**src/rtl/dma_arb_pkg.sv**
```systemverilog
package dma_arb_pkg;

   typedef enum logic [1:0] {
      ARB_IDLE    = 2'd0,
      ARB_WAIT    = 2'd1,
      ARB_OWN_LOC = 2'd2,
      ARB_OWN_REM = 2'd3
   } arb_state_t;

   typedef enum logic {
      CH_LOC = 1'b0,
      CH_REM = 1'b1
   } arb_chan_t;

   localparam int unsigned NUM_CH = 2;

endpackage

```
**src/rtl/dma_arb_select.sv**
```systemverilog
module dma_arb_select
   import dma_arb_pkg::*;
#(
   parameter bit HAS_REMOTE = 1'b1
) (
   input  logic      shared_mode,
   input  logic      loc_req,
   input  logic      rem_req,
   output logic      loc_pend,
   output logic      rem_pend,
   output logic      any_pend,
   output arb_chan_t pick
);

   assign loc_pend = loc_req;

   generate
      if (HAS_REMOTE) begin : g_remote
         assign rem_pend = rem_req & ~shared_mode;
      end else begin : g_no_remote
         logic unused_rem;
         assign unused_rem = rem_req ^ shared_mode;
         assign rem_pend   = 1'b0;
      end
   endgenerate

   assign any_pend = loc_pend | rem_pend;
   // fixed priority: local first
   assign pick     = loc_pend ? CH_LOC : CH_REM;

endmodule

```
**src/rtl/dma_arb_fsm.sv**
```systemverilog
module dma_arb_fsm
   import dma_arb_pkg::*;
(
   input  logic      clk,
   input  logic      rst_n,
   input  logic      shared_mode,
   input  logic      loc_pend,
   input  logic      any_pend,
   input  arb_chan_t pick,
   input  logic      loc_done,
   input  logic      rem_done,
   input  logic      bus_ack,
   output logic      bus_req,
   output logic      loc_gnt,
   output logic      rem_gnt
);

   arb_state_t state_q, state_d;

   always_comb begin
      state_d = state_q;
      unique case (state_q)
         ARB_IDLE: begin
            if (any_pend) state_d = ARB_WAIT;
         end
         ARB_WAIT: begin
            if (!any_pend)   state_d = ARB_IDLE;
            else if (bus_ack) state_d = (pick == CH_LOC) ? ARB_OWN_LOC : ARB_OWN_REM;
         end
         ARB_OWN_LOC: begin
            if (loc_done) state_d = ARB_WAIT;
         end
         ARB_OWN_REM: begin
            if (rem_done || shared_mode) state_d = ARB_WAIT;
         end
         default: state_d = ARB_IDLE;
      endcase
   end

   always_ff @(posedge clk or negedge rst_n) begin
      if (!rst_n) state_q <= ARB_IDLE;
      else        state_q <= state_d;
   end

   assign bus_req = (state_q != ARB_IDLE);
   assign loc_gnt = (state_q == ARB_OWN_LOC) & bus_ack;
   assign rem_gnt = (state_q == ARB_OWN_REM) & bus_ack & ~shared_mode;

   AST_IDLE_TO_REQ: assert property (@(posedge clk) disable iff (!rst_n)
      (state_q == ARB_IDLE && any_pend) |=> bus_req);

   AST_LOCAL_FIRST: assert property (@(posedge clk) disable iff (!rst_n)
      (state_q == ARB_WAIT && bus_ack && loc_pend) |=> (state_q == ARB_OWN_LOC));

   AST_REQ_DROP: assert property (@(posedge clk) disable iff (!rst_n)
      (state_q == ARB_WAIT && !any_pend) |=> !bus_req);

endmodule

```
**src/rtl/dma_arb_mux.sv**
```systemverilog
module dma_arb_mux
   import dma_arb_pkg::*;
#(
   parameter int unsigned ADDR_W = 16,
   parameter int unsigned DATA_W = 16
) (
   input  logic [NUM_CH-1:0]             gnt,
   input  logic [NUM_CH-1:0][ADDR_W-1:0] ch_addr,
   input  logic [NUM_CH-1:0][DATA_W-1:0] ch_wdata,
   output logic [ADDR_W-1:0]             bus_addr,
   output logic [DATA_W-1:0]             bus_wdata
);

   logic [NUM_CH-1:0][ADDR_W-1:0] addr_m;
   logic [NUM_CH-1:0][DATA_W-1:0] data_m;

   for (genvar c = 0; c < NUM_CH; c++) begin : g_ch
      assign addr_m[c] = {ADDR_W{gnt[c]}} & ch_addr[c];
      assign data_m[c] = {DATA_W{gnt[c]}} & ch_wdata[c];
   end

   always_comb begin
      bus_addr  = '0;
      bus_wdata = '0;
      for (int c = 0; c < NUM_CH; c++) begin
         bus_addr  = bus_addr  | addr_m[c];
         bus_wdata = bus_wdata | data_m[c];
      end
   end

endmodule

```
**src/rtl/dma_bus_arbiter.sv**
```systemverilog
module dma_bus_arbiter
   import dma_arb_pkg::*;
#(
   parameter int unsigned ADDR_W     = 16,
   parameter int unsigned DATA_W     = 16,
   parameter bit          HAS_REMOTE = 1'b1
) (
   input  logic              clk,
   input  logic              rst_n,
   input  logic              shared_mode,
   input  logic              loc_req,
   input  logic              loc_done,
   input  logic [ADDR_W-1:0] loc_addr,
   input  logic [DATA_W-1:0] loc_wdata,
   input  logic              rem_req,
   input  logic              rem_done,
   input  logic [ADDR_W-1:0] rem_addr,
   input  logic [DATA_W-1:0] rem_wdata,
   input  logic              bus_ack,
   output logic              bus_req,
   output logic              loc_gnt,
   output logic              rem_gnt,
   output logic [ADDR_W-1:0] bus_addr,
   output logic [DATA_W-1:0] bus_wdata
);

   localparam int unsigned DATA_BYTES = DATA_W / 8;

   generate
      if (ADDR_W < 1) begin : g_bad_addr
         $error("dma_bus_arbiter: ADDR_W must be at least 1");
      end
      if (DATA_W < 8 || (DATA_BYTES * 8) != DATA_W) begin : g_bad_data
         $error("dma_bus_arbiter: DATA_W must be a whole number of bytes");
      end
   endgenerate

   logic      loc_pend, rem_pend, any_pend;
   arb_chan_t pick;

   dma_arb_select #(.HAS_REMOTE(HAS_REMOTE)) i_select (
      .shared_mode (shared_mode),
      .loc_req     (loc_req),
      .rem_req     (rem_req),
      .loc_pend    (loc_pend),
      .rem_pend    (rem_pend),
      .any_pend    (any_pend),
      .pick        (pick)
   );

   dma_arb_fsm i_fsm (
      .clk         (clk),
      .rst_n       (rst_n),
      .shared_mode (shared_mode),
      .loc_pend    (loc_pend),
      .any_pend    (any_pend),
      .pick        (pick),
      .loc_done    (loc_done),
      .rem_done    (rem_done),
      .bus_ack     (bus_ack),
      .bus_req     (bus_req),
      .loc_gnt     (loc_gnt),
      .rem_gnt     (rem_gnt)
   );

   dma_arb_mux #(.ADDR_W(ADDR_W), .DATA_W(DATA_W)) i_mux (
      .gnt       ({rem_gnt, loc_gnt}),
      .ch_addr   ({rem_addr, loc_addr}),
      .ch_wdata  ({rem_wdata, loc_wdata}),
      .bus_addr  (bus_addr),
      .bus_wdata (bus_wdata)
   );

   AST_ONE_GRANT: assert property (@(posedge clk) disable iff (!rst_n)
      !(loc_gnt && rem_gnt));

   AST_NO_GNT_NO_ACK: assert property (@(posedge clk) disable iff (!rst_n)
      !bus_ack |-> (!loc_gnt && !rem_gnt));

   AST_SHARED_NO_REM: assert property (@(posedge clk) disable iff (!rst_n)
      shared_mode |-> !rem_gnt);

   AST_REM_GATED: assert property (@(posedge clk) disable iff (!rst_n)
      rem_pend |-> !shared_mode);

   AST_LOC_HOLD: assert property (@(posedge clk) disable iff (!rst_n)
      ($past(loc_gnt && !loc_done) && bus_ack) |-> loc_gnt);

   AST_REM_HOLD: assert property (@(posedge clk) disable iff (!rst_n)
      ($past(rem_gnt && !rem_done && !shared_mode) && bus_ack && !shared_mode) |-> rem_gnt);

   AST_LOC_RELEASE: assert property (@(posedge clk) disable iff (!rst_n)
      $past(loc_gnt && loc_done) |-> !loc_gnt);

   AST_REM_RELEASE: assert property (@(posedge clk) disable iff (!rst_n)
      $past(rem_gnt && rem_done) |-> !rem_gnt);

   AST_BUS_STEER: assert property (@(posedge clk) disable iff (!rst_n)
      loc_gnt |-> (bus_addr == loc_addr && bus_wdata == loc_wdata));

   AST_BUS_QUIET: assert property (@(posedge clk) disable iff (!rst_n)
      (!loc_gnt && !rem_gnt) |-> (bus_addr == '0 && bus_wdata == '0));

endmodule

```
**config.mk**
```make
export PLATFORM = sky130hd
export DESIGN_NAME = dma_bus_arbiter
export DESIGN_NICKNAME = d
export VERILOG_FILES = /design/src/rtl/dma_arb_pkg.sv /design/src/rtl/dma_arb_select.sv /design/src/rtl/dma_arb_fsm.sv /design/src/rtl/dma_arb_mux.sv /design/src/rtl/dma_bus_arbiter.sv
export SDC_FILE = /design/constraint.sdc
export NUM_CORES = 1
export LEC_CHECK = 0
export BUFFER_PORTS_ARGS = -buffer_cell sky130_fd_sc_hd__buf_2
export CORE_ASPECT_RATIO = 1.4
export CORE_MARGIN = 1.5
export CORE_UTILIZATION = 25
export DETAILED_ROUTE_END_ITERATION = 7
export PLACE_DENSITY_LB_ADDON = 0.05
export SETUP_SLACK_MARGIN = 0.02
export SLEW_MARGIN = 25
export SYNTH_ARGS = -nofsm -noshare
export SYNTH_HDL_FRONTEND = slang
export SYNTH_SLANG_ARGS = --single-unit
```
**constraint.sdc**
```tcl
create_clock -name clk -period 2.75 [get_ports clk]
set_input_delay 0.4125 -clock clk [delete_from_list [all_inputs] [get_ports clk]]
set_output_delay 0.4125 -clock clk [all_outputs]
set_load 0.01 [all_outputs]
```
==> summary.md <==
| Metric | Value |
|---|---|
| Clk root buf | clkbuf_4 |
| Cells after Synth | 54 |
| Max Cap Violations | 0 |
| Rows | 18 |
| Max FO, Critical Path | 20 |
| Inserted Diodes | 0 |
| Sequential share of the synthesized area | 0.104 |
| Starting density of the core | 0.270 |
| Syn Nets | 126 |
| Crit path launch type | flop |
| # IOs | 107 |
| TNS Setup | 0 ps |
| Slowest CP cell | dfrtp_1 |
| Port bufs | 106 |
| #FFs+latches synth | 2 |
| Worst Tran Pin Value | 222 ps |
| Via count | 877 |
| PwrDens | 313 nW/um^2 |
| Final Skew | 0.692 ps |
| Final core occ | 0.591 |
| Slowest stage delay, CP | 450 ps |
| Fin nets | 236 |
| Unique cell type count in the Yosys netlist | 16 |
| DRC | 0 |
| Fraction of layout cells with a size suffix above 1 | 0.778 |
| First-pass GRT wire length | 2940 microns |
| Drt first pass iters | 2 |
| Leak | 0.682 nW |
| CTS clk-pin slew, worst paths | 30 ps |
| Hold Fails Final Rpt | 0 |
| CP Buf/Inv Count | 2 |
| GRT overflow | 0 |
| HP Class | in2reg |
| Arrival time at the worst endpoint | 1550 ps |
| Routed wire length | 2390 microns |
| Most flops, register | i_fsm.state_q |
| Fill count | 172 |
| Post-route antenna net violation count | 0 |
| Syn-to-layout area delta | 119% |
| CP delay by family, top | flip-flops |
| Max Root-Sink Buffers | 2 |
| Avg Cell Area, Syn | 8.90 sq um |
| Post-CTS Setup Bufs | 0 |
| Most frequent cells in the layout | 106 x buf_2, 24 x a22o_1, 8 x a22o_2 |
| Worst-path cell chain | nand2_2 -> nor3b_4 -> buf_4 -> a22o_1 -> buf_2 |
| F_max | 0.510 GHz |
| Setup-failing EPs final | 0 |
| Outcome | complete, no violations |
| Die W | 40.1 microns |
| H-tree Lvls | 1 |
| Slew HR | 0.851 |
| Clock latency at the later pin of the worst-skew pair | 220 ps |
| Largest net degree at the start of global routing | 21 |
| Crit path required time | 2340 ps |
| WL/cell | 13.1 microns |
| Final Cycle Share | 0.714 |
| Tmin final | 1960 ps |
| Number of antenna violations at the first check in global routing | 0 |
| Yosys warns | 0 |
| Post-Syn Area | 480 sq um |
| Core area | 1780 sq um |
| TritonCTS Buffers | 3 |
| Chip height | 54.9 microns |
| Gr usage total | 0.194 |
| Setup CP Type | reg2out |
| Full die area | 2200 sq um |
| CTS tree | done |
| Max-slew violation count | 0 |
| CP endpoint kind | output port |
| Minimum hold slack | 441 ps |
| Max FFs per register | 2 |
| Most common cell after layout, fill and taps aside | buf_2 |
| Sequential cell area | 50.0 sq um |
| Initial DRC count | 5 |
| Post-DP HPWL | 2040 microns |
| Vias in the first global route | 719 |
| RSZ-0062 raised after global routing | false |
| Multi-input logic area | 380 sq um |
| Biggest regs | i_fsm.state_q (2) |
| RD Place Congestion | 0.665 |
| Via density per instance | 4.82 |
| Max IR drop VDD | 0.261 mV |
| Sink Count | 2 |
[logic make-up (layout without fill, tap and decap cells)]
| group | count (synthesis) | in the layout | synth area share |
|---|---|---|---|
| buffers and inverters | 7 | 115 | 0.109 |
| AOI/OAI and AO/OA | 37 | 37 | 0.667 |
| and+or+nand+nor | 8 | 8 | 0.120 |
| DFF | 2 | 2 | 0.104 |
[where the power goes]
part / internal (mW) / switching [mW] / total, mW / leakage, nW
combinational: 0.117 / 0.0958 / 0.213 / 0.644
clock: 0.0479 / 0.0140 / 0.0619 / 0.0138
sequential: 0.0383 / 0.0160 / 0.0543 / 0.0247
[synth_stat cells, drive strengths merged]
cell type | number | share of area
a22o | 32 | 0.60
buf | 6 | 0.10
dfrtp | 2 | 0.10
nand2 | 2 | 0.021
nor2 | 2 | 0.016
nor3b | 2 | 0.055
o21ai | 2 | 0.021
o31ai | 2 | 0.031
a21oi | 1 | 0.010
and3 | 1 | 0.016
inv | 1 | 0.0078
or2 | 1 | 0.013
[stage by stage]
stage                     cells  setup slack (ps)  area, sq um  total power, mW
after floorplan              54              1180          480            0.161
after global placement      178              1010         1020            0.264
after detailed placement    178               982         1020            0.267
after CTS                   182               780         1050            0.334
after global routing        182               683         1050            0.360
final                       182               787         1050            0.329
[final timing paths]
check	end	slack [ps]	cells past startpoint	from
setup / recovery	bus_addr[4]	790	5	i_fsm.state_q[0]
min in group asynchronous	i_fsm.state_q[0]	510	2	rst_n
hold / removal	i_fsm.state_q[0]	440	3	loc_done
hold reg to reg	i_fsm.state_q[0]	570	1	i_fsm.state_q[1]
max in group asynchronous	i_fsm.state_q[1]	2140	2	rst_n
setup reg to reg	i_fsm.state_q[1]	1730	3	i_fsm.state_q[0]
[area by class of cell]
type,instances,area share
timing repair buffer,111,0.542
clock buffer,3,0.0214
inverter,1,0.00357
multi-input combinational,45,0.361
sequential,2,0.0476
tap,20,0.0238
[routing by layer]
layer,up-vias,global-route usage,share of wire
met4,0,0.0690,0
met1,370,0.200,0.37
met3,0,0.0203,0.097
li1,445,-,-
met2,62,0.376,0.53
met5,-,0,0
[tightest hold or removal path, stage by stage]
cell	delay [ps]
buf_2	90
o21ai_0	60
o31ai_1	60
[what timing repair did]
item,CTS,global route
resized for setup,0,0
endpoints found under the hold margin,2,0
hold buffers,1,0
No activity file was read; power rests on OpenSTA's default activity.
